===== src/rtl/uart_rf_pkg.sv =====
package uart_rf_pkg;
   localparam int unsigned PORT_W = 3;

   typedef enum logic [PORT_W-1:0] {
      PORT_DATA    = 3'd0,
      PORT_IE      = 3'd1,
      PORT_ID      = 3'd2,
      PORT_LINE    = 3'd3,
      PORT_MODEM   = 3'd4,
      PORT_LSTAT   = 3'd5,
      PORT_MSTAT   = 3'd6,
      PORT_SCRATCH = 3'd7
   } port_e;

   typedef enum logic [3:0] {
      SRC_RXQ, SRC_DIV_LO, SRC_DIV_HI, SRC_IE, SRC_ID,
      SRC_LINE, SRC_MODEM, SRC_LSTAT, SRC_MSTAT, SRC_SCRATCH
   } rsrc_e;

   typedef struct packed {
      logic tx_push;
      logic div_lo;
      logic div_hi;
      logic ie;
      logic fifo;
      logic line;
      logic modem;
      logic scratch;
   } wsel_t;
endpackage


===== src/rtl/uart_rf_reg.sv =====
module uart_rf_reg #(
   parameter int unsigned   W    = 8,
   parameter logic [W-1:0]  RST  = '0,
   parameter logic [W-1:0]  KEEP = '1
) (
   input  logic         clk,
   input  logic         rst_n,
   input  logic         we,
   input  logic [W-1:0] d,
   output logic [W-1:0] q
);
   generate
      if (W == 0) begin : g_bad_width
         $error("uart_rf_reg: width must be nonzero");
      end
      if ((RST & ~KEEP) != '0) begin : g_bad_reset
         $error("uart_rf_reg: reset value sets bits that are not kept");
      end
   endgenerate

   always_ff @(posedge clk or negedge rst_n) begin
      if (!rst_n)  q <= RST;
      else if (we) q <= d & KEEP;
   end
endmodule


===== src/rtl/uart_rf_decode.sv =====
module uart_rf_decode
   import uart_rf_pkg::*;
(
   input  logic [PORT_W-1:0] addr,
   input  logic              rd_en,
   input  logic              wr_en,
   input  logic              bank_sel,
   output wsel_t             wsel,
   output logic              rd_pop,
   output rsrc_e             rsrc
);
   port_e port;
   assign port = port_e'(addr);

   always_comb begin
      wsel   = '0;
      rd_pop = 1'b0;
      rsrc   = SRC_SCRATCH;
      case (port)
         PORT_DATA: begin
            if (bank_sel) begin
               wsel.div_lo = wr_en;
               rsrc        = SRC_DIV_LO;
            end else begin
               wsel.tx_push = wr_en;
               rd_pop       = rd_en;
               rsrc         = SRC_RXQ;
            end
         end
         PORT_IE: begin
            if (bank_sel) begin
               wsel.div_hi = wr_en;
               rsrc        = SRC_DIV_HI;
            end else begin
               wsel.ie = wr_en;
               rsrc    = SRC_IE;
            end
         end
         PORT_ID: begin
            wsel.fifo = wr_en;
            rsrc      = SRC_ID;
         end
         PORT_LINE: begin
            wsel.line = wr_en;
            rsrc      = SRC_LINE;
         end
         PORT_MODEM: begin
            wsel.modem = wr_en;
            rsrc       = SRC_MODEM;
         end
         PORT_LSTAT:  rsrc = SRC_LSTAT;
         PORT_MSTAT:  rsrc = SRC_MSTAT;
         PORT_SCRATCH: begin
            wsel.scratch = wr_en;
            rsrc         = SRC_SCRATCH;
         end
         default: rsrc = SRC_SCRATCH;
      endcase
   end
endmodule


===== src/rtl/uart_rf_rdmux.sv =====
module uart_rf_rdmux
   import uart_rf_pkg::*;
#(
   parameter int unsigned DATA_W = 8
) (
   input  rsrc_e             rsrc,
   input  logic [DATA_W-1:0] rxq_data,
   input  logic [DATA_W-1:0] div_lo,
   input  logic [DATA_W-1:0] div_hi,
   input  logic [DATA_W-1:0] int_en,
   input  logic [DATA_W-1:0] int_id,
   input  logic [DATA_W-1:0] line_ctl,
   input  logic [DATA_W-1:0] modem_ctl,
   input  logic [DATA_W-1:0] line_stat,
   input  logic [DATA_W-1:0] modem_stat,
   input  logic [DATA_W-1:0] scratch,
   output logic [DATA_W-1:0] dout
);
   always_comb begin
      case (rsrc)
         SRC_RXQ:     dout = rxq_data;
         SRC_DIV_LO:  dout = div_lo;
         SRC_DIV_HI:  dout = div_hi;
         SRC_IE:      dout = int_en;
         SRC_ID:      dout = int_id;
         SRC_LINE:    dout = line_ctl;
         SRC_MODEM:   dout = modem_ctl;
         SRC_LSTAT:   dout = line_stat;
         SRC_MSTAT:   dout = modem_stat;
         SRC_SCRATCH: dout = scratch;
         default:     dout = '0;
      endcase
   end
endmodule


===== src/rtl/uart_regbank.sv =====
module uart_regbank
   import uart_rf_pkg::*;
#(
   parameter int unsigned         DATA_W   = 8,
   parameter int unsigned         DIV_W    = 16,
   parameter logic [DIV_W-1:0]    DIV_RST  = '0,
   parameter logic [DATA_W-1:0]   IE_KEEP  = 8'h0F,
   parameter logic [DATA_W-1:0]   MC_KEEP  = 8'h1F,
   parameter logic [DATA_W-1:0]   FC_KEEP  = 8'hF9,
   parameter int unsigned         RXCLR_BIT = 1,
   parameter int unsigned         TXCLR_BIT = 2,
   parameter int unsigned         BANK_BIT  = 7
) (
   input  logic              clk,
   input  logic              rst_n,
   input  logic [2:0]        addr,
   input  logic              rd_en,
   input  logic              wr_en,
   input  logic [DATA_W-1:0] wdata,
   output logic [DATA_W-1:0] rdata,
   input  logic [DATA_W-1:0] rxq_data,
   input  logic [DATA_W-1:0] int_id_in,
   input  logic [DATA_W-1:0] line_stat_in,
   input  logic [DATA_W-1:0] modem_stat_in,
   output logic              rxq_pop,
   output logic              txq_push,
   output logic [DATA_W-1:0] txq_data,
   output logic              fifo_rx_clr,
   output logic              fifo_tx_clr,
   output logic [DATA_W-1:0] line_ctl,
   output logic [DATA_W-1:0] int_en,
   output logic [DATA_W-1:0] modem_ctl,
   output logic [DATA_W-1:0] fifo_ctl,
   output logic [DIV_W-1:0]  divisor
);
   localparam int unsigned DIV_BYTES = DIV_W / DATA_W;

   generate
      if (DATA_W != 8) begin : g_bad_data
         $error("uart_regbank: register bytes must be 8 bits");
      end
      if (DIV_BYTES != 2 || DIV_W % DATA_W != 0) begin : g_bad_div
         $error("uart_regbank: divisor must span exactly two banked ports");
      end
      if (RXCLR_BIT >= DATA_W || TXCLR_BIT >= DATA_W || BANK_BIT >= DATA_W) begin : g_bad_bit
         $error("uart_regbank: control bit position out of range");
      end
      if (FC_KEEP[RXCLR_BIT] || FC_KEEP[TXCLR_BIT]) begin : g_bad_fc
         $error("uart_regbank: FIFO clear bits must be self-clearing");
      end
   endgenerate

   logic        bank_sel;
   wsel_t       wsel;
   logic        rd_pop;
   rsrc_e       rsrc;
   logic [DATA_W-1:0] scratch;
   logic [DATA_W-1:0] rd_mux;
   logic [DIV_BYTES-1:0] div_we;

   assign bank_sel = line_ctl[BANK_BIT];

   uart_rf_decode u_dec (
      .addr     (addr),
      .rd_en    (rd_en),
      .wr_en    (wr_en),
      .bank_sel (bank_sel),
      .wsel     (wsel),
      .rd_pop   (rd_pop),
      .rsrc     (rsrc)
   );

   uart_rf_reg #(.W(DATA_W), .RST('0), .KEEP('1)) u_line (
      .clk(clk), .rst_n(rst_n), .we(wsel.line), .d(wdata), .q(line_ctl));

   uart_rf_reg #(.W(DATA_W), .RST('0), .KEEP(IE_KEEP)) u_ie (
      .clk(clk), .rst_n(rst_n), .we(wsel.ie), .d(wdata), .q(int_en));

   uart_rf_reg #(.W(DATA_W), .RST('0), .KEEP(MC_KEEP)) u_modem (
      .clk(clk), .rst_n(rst_n), .we(wsel.modem), .d(wdata), .q(modem_ctl));

   uart_rf_reg #(.W(DATA_W), .RST('0), .KEEP(FC_KEEP)) u_fifo (
      .clk(clk), .rst_n(rst_n), .we(wsel.fifo), .d(wdata), .q(fifo_ctl));

   uart_rf_reg #(.W(DATA_W), .RST('0), .KEEP('1)) u_scratch (
      .clk(clk), .rst_n(rst_n), .we(wsel.scratch), .d(wdata), .q(scratch));

   assign div_we = {wsel.div_hi, wsel.div_lo};

   genvar b;
   generate
      for (b = 0; b < DIV_BYTES; b++) begin : g_div
         uart_rf_reg #(
            .W    (DATA_W),
            .RST  (DIV_RST[b*DATA_W +: DATA_W]),
            .KEEP ('1)
         ) u_byte (
            .clk   (clk),
            .rst_n (rst_n),
            .we    (div_we[b]),
            .d     (wdata),
            .q     (divisor[b*DATA_W +: DATA_W])
         );
      end
   endgenerate

   uart_rf_rdmux #(.DATA_W(DATA_W)) u_rdmux (
      .rsrc       (rsrc),
      .rxq_data   (rxq_data),
      .div_lo     (divisor[DATA_W-1:0]),
      .div_hi     (divisor[DIV_W-1:DATA_W]),
      .int_en     (int_en),
      .int_id     (int_id_in),
      .line_ctl   (line_ctl),
      .modem_ctl  (modem_ctl),
      .line_stat  (line_stat_in),
      .modem_stat (modem_stat_in),
      .scratch    (scratch),
      .dout       (rd_mux)
   );

   always_ff @(posedge clk or negedge rst_n) begin
      if (!rst_n)     rdata <= '0;
      else if (rd_en) rdata <= rd_mux;
   end

   always_ff @(posedge clk or negedge rst_n) begin
      if (!rst_n) begin
         rxq_pop     <= 1'b0;
         txq_push    <= 1'b0;
         txq_data    <= '0;
         fifo_rx_clr <= 1'b0;
         fifo_tx_clr <= 1'b0;
      end else begin
         rxq_pop     <= rd_pop;
         txq_push    <= wsel.tx_push;
         fifo_rx_clr <= wsel.fifo & wdata[RXCLR_BIT];
         fifo_tx_clr <= wsel.fifo & wdata[TXCLR_BIT];
         if (wsel.tx_push) txq_data <= wdata;
      end
   end


   pop_from_data_read_chk: assert property (@(posedge clk) disable iff (!rst_n)
      rxq_pop |-> ($past(rd_en) && $past(addr) == 3'd0 && !$past(line_ctl[BANK_BIT])));


   push_from_data_write_chk: assert property (@(posedge clk) disable iff (!rst_n)
      txq_push |-> ($past(wr_en) && $past(addr) == 3'd0 && !$past(line_ctl[BANK_BIT])));


   no_strobe_in_bank_chk: assert property (@(posedge clk) disable iff (!rst_n)
      ((rd_en || wr_en) && addr == 3'd0 && line_ctl[BANK_BIT]) |=> (!rxq_pop && !txq_push));


   fifo_clr_src_chk: assert property (@(posedge clk) disable iff (!rst_n)
      (fifo_rx_clr || fifo_tx_clr) |-> ($past(wr_en) && $past(addr) == 3'd2));


   ro_write_ignored_chk: assert property (@(posedge clk) disable iff (!rst_n)
      (wr_en && (addr == 3'd5 || addr == 3'd6)) |=>
         ($stable(line_ctl) && $stable(int_en) && $stable(modem_ctl) &&
          $stable(fifo_ctl) && $stable(divisor) && !txq_push));


   rdata_hold_chk: assert property (@(posedge clk) disable iff (!rst_n)
      !rd_en |=> $stable(rdata));
endmodule


===== config.mk =====
export PLATFORM = sky130hd
export DESIGN_NAME = uart_regbank
export DESIGN_NICKNAME = d
export VERILOG_FILES = /design/src/rtl/uart_rf_pkg.sv /design/src/rtl/uart_rf_reg.sv /design/src/rtl/uart_rf_decode.sv /design/src/rtl/uart_rf_rdmux.sv /design/src/rtl/uart_regbank.sv
export SDC_FILE = /design/constraint.sdc
export NUM_CORES = 1
export LEC_CHECK = 0
export ABC_CLOCK_PERIOD_IN_PS = 2800
export CAP_MARGIN = 20
export CELL_PAD_IN_SITES_DETAIL_PLACEMENT = 0
export CELL_PAD_IN_SITES_GLOBAL_PLACEMENT = 1
export CORE_UTILIZATION = 45
export CTS_CLUSTER_DIAMETER = 50
export DETAILED_ROUTE_END_ITERATION = 12
export DONT_BUFFER_PORTS = 1
export PLACE_DENSITY = 0.76
export SYNTH_ARGS = -nofsm -noshare
export SYNTH_HDL_FRONTEND = slang
export SYNTH_SLANG_ARGS = --single-unit

===== constraint.sdc =====
create_clock -name clk -period 2.8 [get_ports clk]
set_input_delay 0 -clock clk [delete_from_list [all_inputs] [get_ports clk]]
set_output_delay 0 -clock clk [all_outputs]
set_load 0.005 [all_outputs]

Word-level counts from Yosys, hierarchy flattened
Index checks and enable logic that the tools add are counted.
{"block": "word_totals", "ramBits": 0, "output_inout_bits": 68, "in_bits": 47, "ff_bits": 67, "latch_bits": 0, "elab_cells": 47, "n_memories": 0, "rom_bits": 0}
{"block": "op_classes", "n_addsub": 0, "multipliers": 0, "n_div": 0, "n_lt_le_gt_ge": 0, "bitwise": 2, "n_eq_ne": 16, "n_mux": 14, "reduce_logical": 2, "n_shift": 0}
{"cell": "one-hot mux 8 bit (10 select lines)", "count": 1}
{"cell": "one-hot mux 4 bit (8 select lines)", "count": 1}
{"cell": "== test 4 x 3 -> 1 bit (second input constant)", "count": 4}
{"cell": "== test 3 bit (second input constant)", "count": 4}
{"cell": "two-way mux 1 bit", "count": 10}
{"cell": "== test 4 x 2 -> 1 bit (second input constant)", "count": 2}
{"cell": "== test 4 bit (second input constant)", "count": 2}
{"cell": "== test 3 x 2 -> 1 bit (second input constant)", "count": 2}
{"cell": "== test 4 x 1 -> 1 bit (second input constant)", "count": 1}
{"cell": "zero test 4 bit", "count": 1}
{"cell": "two-way mux 2 bit", "count": 2}
{"cell": "== test 3 x 1 -> 1 bit (second input constant)", "count": 1}
{"cell": "zero test 3 bit", "count": 1}
{"cell": "AND 1 bit", "count": 2}

Logic depth before layout (Yosys ltp)
{"block": "logic_depth", "depth_word": 4, "depth_mapped": 7, "ltp_nobuf": 4}

Modules after synthesis
A second synthesis with hierarchy kept.
{"block": "unflattened", "cells_unflattened": 282, "hier_area_um2": 3754.9}
{"module": "uart_rf_reg (g_div[0].u_byte ...)", "area_each_um2": 331.6, "n_inst": 4, "cells_per_inst": 17}
{"module": "uart_rf_rdmux", "area_each_um2": 810.8, "n_inst": 1, "cells_per_inst": 105}
{"module": "uart_regbank", "area_each_um2": 775.7, "n_inst": 1, "cells_per_inst": 40}
{"module": "uart_rf_reg (u_fifo)", "area_each_um2": 270.3, "n_inst": 1, "cells_per_inst": 16}
{"module": "uart_rf_reg (u_modem)", "area_each_um2": 207.7, "n_inst": 1, "cells_per_inst": 14}
{"module": "uart_rf_decode", "area_each_um2": 185.2, "n_inst": 1, "cells_per_inst": 26}
{"module": "uart_rf_reg (u_ie)", "area_each_um2": 178.9, "n_inst": 1, "cells_per_inst": 13}

Least setup slack after synthesis
No wires, ideal clock.
{"block": "synth_timing", "kind": "register to register", "start": "register u_line.q[7]", "end": "register txq_data[0]", "stages_incl_launch_ff": 5, "required_ns": 2.675, "period_less_slack_ns": 1.434, "path_slack_ns": 1.366, "setup_time_ns": 0.125, "arrival_time_ns": 1.309, "cell_sequence": "dfrtp_1 > buf_4 > nor4_4 > nand2_2 > mux2_2"}
{"block": "synth_via", "elab_chain_cells": 2}
{"element": "start, declared", "line": "uart_rf_reg.sv:10", "text": "output logic [W-1:0] q"}
{"element": "start signal, assigned", "line": "uart_rf_reg.sv:23", "text": "else if (we) q <= d & KEEP;"}
{"element": "two-way mux 1 bit", "line": "uart_rf_decode.sv:21", "text": "if (bank_sel) begin"}
{"element": "two-way mux 2 bit", "line": "uart_rf_decode.sv:19", "text": "case (port)"}
{"element": "end signal, assigned", "line": "uart_regbank.sv:139", "text": "if (wsel.tx_push) txq_data <= wdata;"}
{"element": "end, declared", "line": "uart_regbank.sv:27", "text": "output logic [DATA_W-1:0] txq_data,"}
Every way passes these cells.
A chain may end at the register's enable or synchronous reset.

Worst setup path in the final report
{"block": "layout_timing", "start": "register u_line.q[7]", "end": "register rdata[1]"}
{"block": "layout_via", "elab_chain_cells": 4, "word_cells_on_any_way": 14, "cone_classes": "eq/ne (9); mux (4); reduce/logical (1)"}
{"element": "two-way mux 1 bit (on tied branches)", "line": "uart_rf_decode.sv:31, uart_rf_decode.sv:21"}
{"element": "one-hot mux 4 bit (8 select lines) *", "line": "uart_rf_decode.sv:19"}
{"element": "== test 4 bit (tied with other cells)", "line": "uart_rf_rdmux.sv:20", "text": "case (rsrc)"}
{"element": "one-hot mux 8 bit (10 select lines) *", "line": "uart_rf_rdmux.sv:20"}
{"element": "end signal, assigned", "line": "uart_regbank.sv:124", "text": "else if (rd_en) rdata <= rd_mux;"}
{"element": "end, declared", "line": "uart_regbank.sv:20", "text": "output logic [DATA_W-1:0] rdata,"}
Every way passes the cells marked *; elsewhere a longest branch is shown, timed or not.

==> out/metrics.cfg <==
[status]
status = complete, no violations

[placement]
dp_hpwl_mm = 5.54
placed_cells = 345
io_buffers = 0
placed_cell_area_sq_um = 3320
place.gp.congestion = 0.807

[cts]
cts_tree = yes
ctsHtreeMaxLevel = 3
clk_pin_slew_ps = 70
cts-root-buf = clkbuf_8
clock_sinks = 67
numCtsBuffers = 9
clockBufferDepth = 2
cts_resized = 0
clock_latency_ps = 350

[route]
drc = 0
ant_nets = 0
vias_per_cell = 5.81
wire_per_inst_um = 22.6
drt_iter0_drc = 141
vias = 2259
routed_wl_mm = 8.79
firstDrtPassIters = 5

[critical_path]
r2r_slack_ps = 240
cp_data_required_time_ps = 3080
critPathMaxFanout = 19
cp-end-kind = register
crit_type = reg2reg
arrival_ps = 2850
critPathMaxStageDelay_ps = 650
timing.critical_path.slowest_stage_cell = dfrtp_1
crit_chain = nor4_4, buf_4, nand2_1, dlygate4sd3_1, a41oi_1, dlygate4sd3_1
start_kind = register
cpMostUsedCell = dlygate4sd3_1

[final_layout]
insertedDiodeCount = 0
final_area_sq_um = 3780
fin_util_pct = 52.1
final_cell_mix = dfrtp_1 (67), mux2_2 (57), dlygate4sd3_1 (25)
final_nets = 333
synthToLayoutAreaGrowth_pct = 11.4
fin_cells = 389
final_common_cell = dfrtp_1
drive_gt1_share_pct = 30.3

[grt]
grt_busiest_layer = met2
grt_pass1_vias = 2266
grt_pass1_wl_mm = 13.2
grt_overflow_total = 0
grt_max_degree = 68
grtUsageMet1_pct = 30.6
use_met2_pct = 36.4
grt_usage_pct = 23.8
grt_use_met3_pct = 9.05
antenna_found_initial = 0

[floorplanning]
die-area_sq_um = 7890
core_sq_um = 7250
start_util_pct = 46.8
dieHeight_um = 88.9
row_count = 31
fp.dieW_um = 88.9
ioPinCount = 115

[synth]
syn_area_sq_um = 3390
yosys_warnings = 0
synth-seq-cells = 67
ys_seq_area_share_pct = 49.4
async_flop_share_pct = 100
syn_area_per_cell_sq_um = 12.7
yosysTopAreaCell = dfrtp_1
synth_top_flop_cell = dfrtp_1
syn_inst = 267
synthTopCellsByArea = dfrtp_1 (49%), mux2_2 (19%), buf_4 (2.9%)
yosys.area.top_type_share_pct = 49.4
synth_edf_count = 0
synth.distinct_cells = 49

[timing]
skew_ps = 9.62
rsz0062_at_grt = false
fmax_ghz = 0.390
setup_viol = 0
slew_violations = 0
worst_pin_slew_ps = 728
hold_viol = 0
min_period_ps = 2560
slew_headroom_pct = 51.3
fin_tns_setup_ps = 0
fin_crit_sh_pct = 91.6
holdWs_ps = 20.5

[min_path]
worstHoldPathType = in2reg

[power_and_ir_drop]
powerDensity_nw_per_um2 = 675
p_leak_nw = 1.60
peakVddDrop_mv = 0.250

[run]
drv_cap = 0

[per-layer routing]
layer	up-vias	part of all wire, %
met1	1163	43
li1	995	-
met3	14	8.9
met2	87	46
met4	0	2.2
met5	-	0
[synth_stat cells (3+ instances only)]
master / count
o21ai_0: 6
buf_6: 4
mux2i_1: 6
nand2_1: 19
mux4_2: 4
dfrtp_1: 67
and2_1: 3
a41oi_1: 3
nand2b_1: 6
buf_2: 6
clkbuf_1: 4
a22oi_1: 6
buf_4: 13
a31oi_1: 6
nand3b_1: 3
nor2_1: 11
mux2_2: 57
and3_1: 3
[metrics by stage]
stage | power (W) | worst slack [ps]
after floorplan | 0.00173 | 1370
after global placement | 0.00178 | 766
after detailed placement | 0.00179 | 733
after CTS | 0.00258 | 37.5
after global routing | 0.00270 | 101
final | 0.00255 | 235
[final timing paths]
| kind | depth (start not counted) | from | endpoint |
|---|---|---|---|
| hold / removal | 3 | line_stat_in[6] | rdata[6] |
| setup reg to reg | 6 | u_line.q[7] | rdata[1] |
| max in group asynchronous | 2 | rst_n | g_div[1].u_byte.q[6] |
| setup / recovery | 6 | u_line.q[7] | rdata[1] |
| min in group asynchronous | 2 | rst_n | rdata[5] |
| hold reg to reg | 1 | u_scratch.q[0] | u_scratch.q[0] |
[worst max-delay path: cells and delay by family (launching register included)]
kind,cells,cell delay [ps]
and+or+nand+nor,2,350
AOI/OAI and AO/OA,1,190
buffers and inverters,3,1320
DFF,1,650
[timing repair]
action | in CTS | in global routing
setup endpoints to repair | 0 | 2
buffers inserted | 0 | 3
hold buffers | 26 | 0
endpoints found under the hold margin | 134 | 0
[layout make-up]
| class | instances | area, sq um |
|---|---|---|
| repair buffers | 29 | 300 |
| clock inverters | 2 | 12.5 |
| clock buffers | 13 | 149 |
| flip-flops and latches | 67 | 1680 |
| inverters | 1 | 3.75 |
| well taps | 99 | 124 |
| multi-input cells | 178 | 1520 |
| fillers | 669 | 3470 |
[where the power goes]
group	total (W)	leakage (nW)	internal (W)	switching, W
Clock	0.000694	0.0795	0.000340	0.000354
Sequential	0.00142	0.817	0.00119	0.000229
Combinational	0.000444	0.705	0.000280	0.000164
Total	0.00255	1.60	0.00181	0.000747
[cell families (layout without fill, tap and decap cells)]
logic type | Yosys count | count (layout) | share of synthesized area [%]
AO/OA/AOI/OAI | 35 | 35 | 7.45
buffers and inverters | 30 | 45 | 6.82
flip-flops | 67 | 67 | 49.4
multiplexers | 69 | 69 | 24.4
other | 1 | 9 | 0.110
AND/OR/NAND/NOR | 65 | 65 | 11.8
[flip-flops by register name, indices dropped and copies added, names as in the netlist, 4 cells and up]
| name | count |
|---|---|
| u_modem.q | 5 |
| u_line.q | 8 |
| g_div.u_byte.q | 16 |
| rdata | 8 |
| u_fifo.q | 6 |
| txq_data | 8 |
| u_ie.q | 4 |
| u_scratch.q | 8 |
No activity file was read; power rests on OpenSTA's default activity.
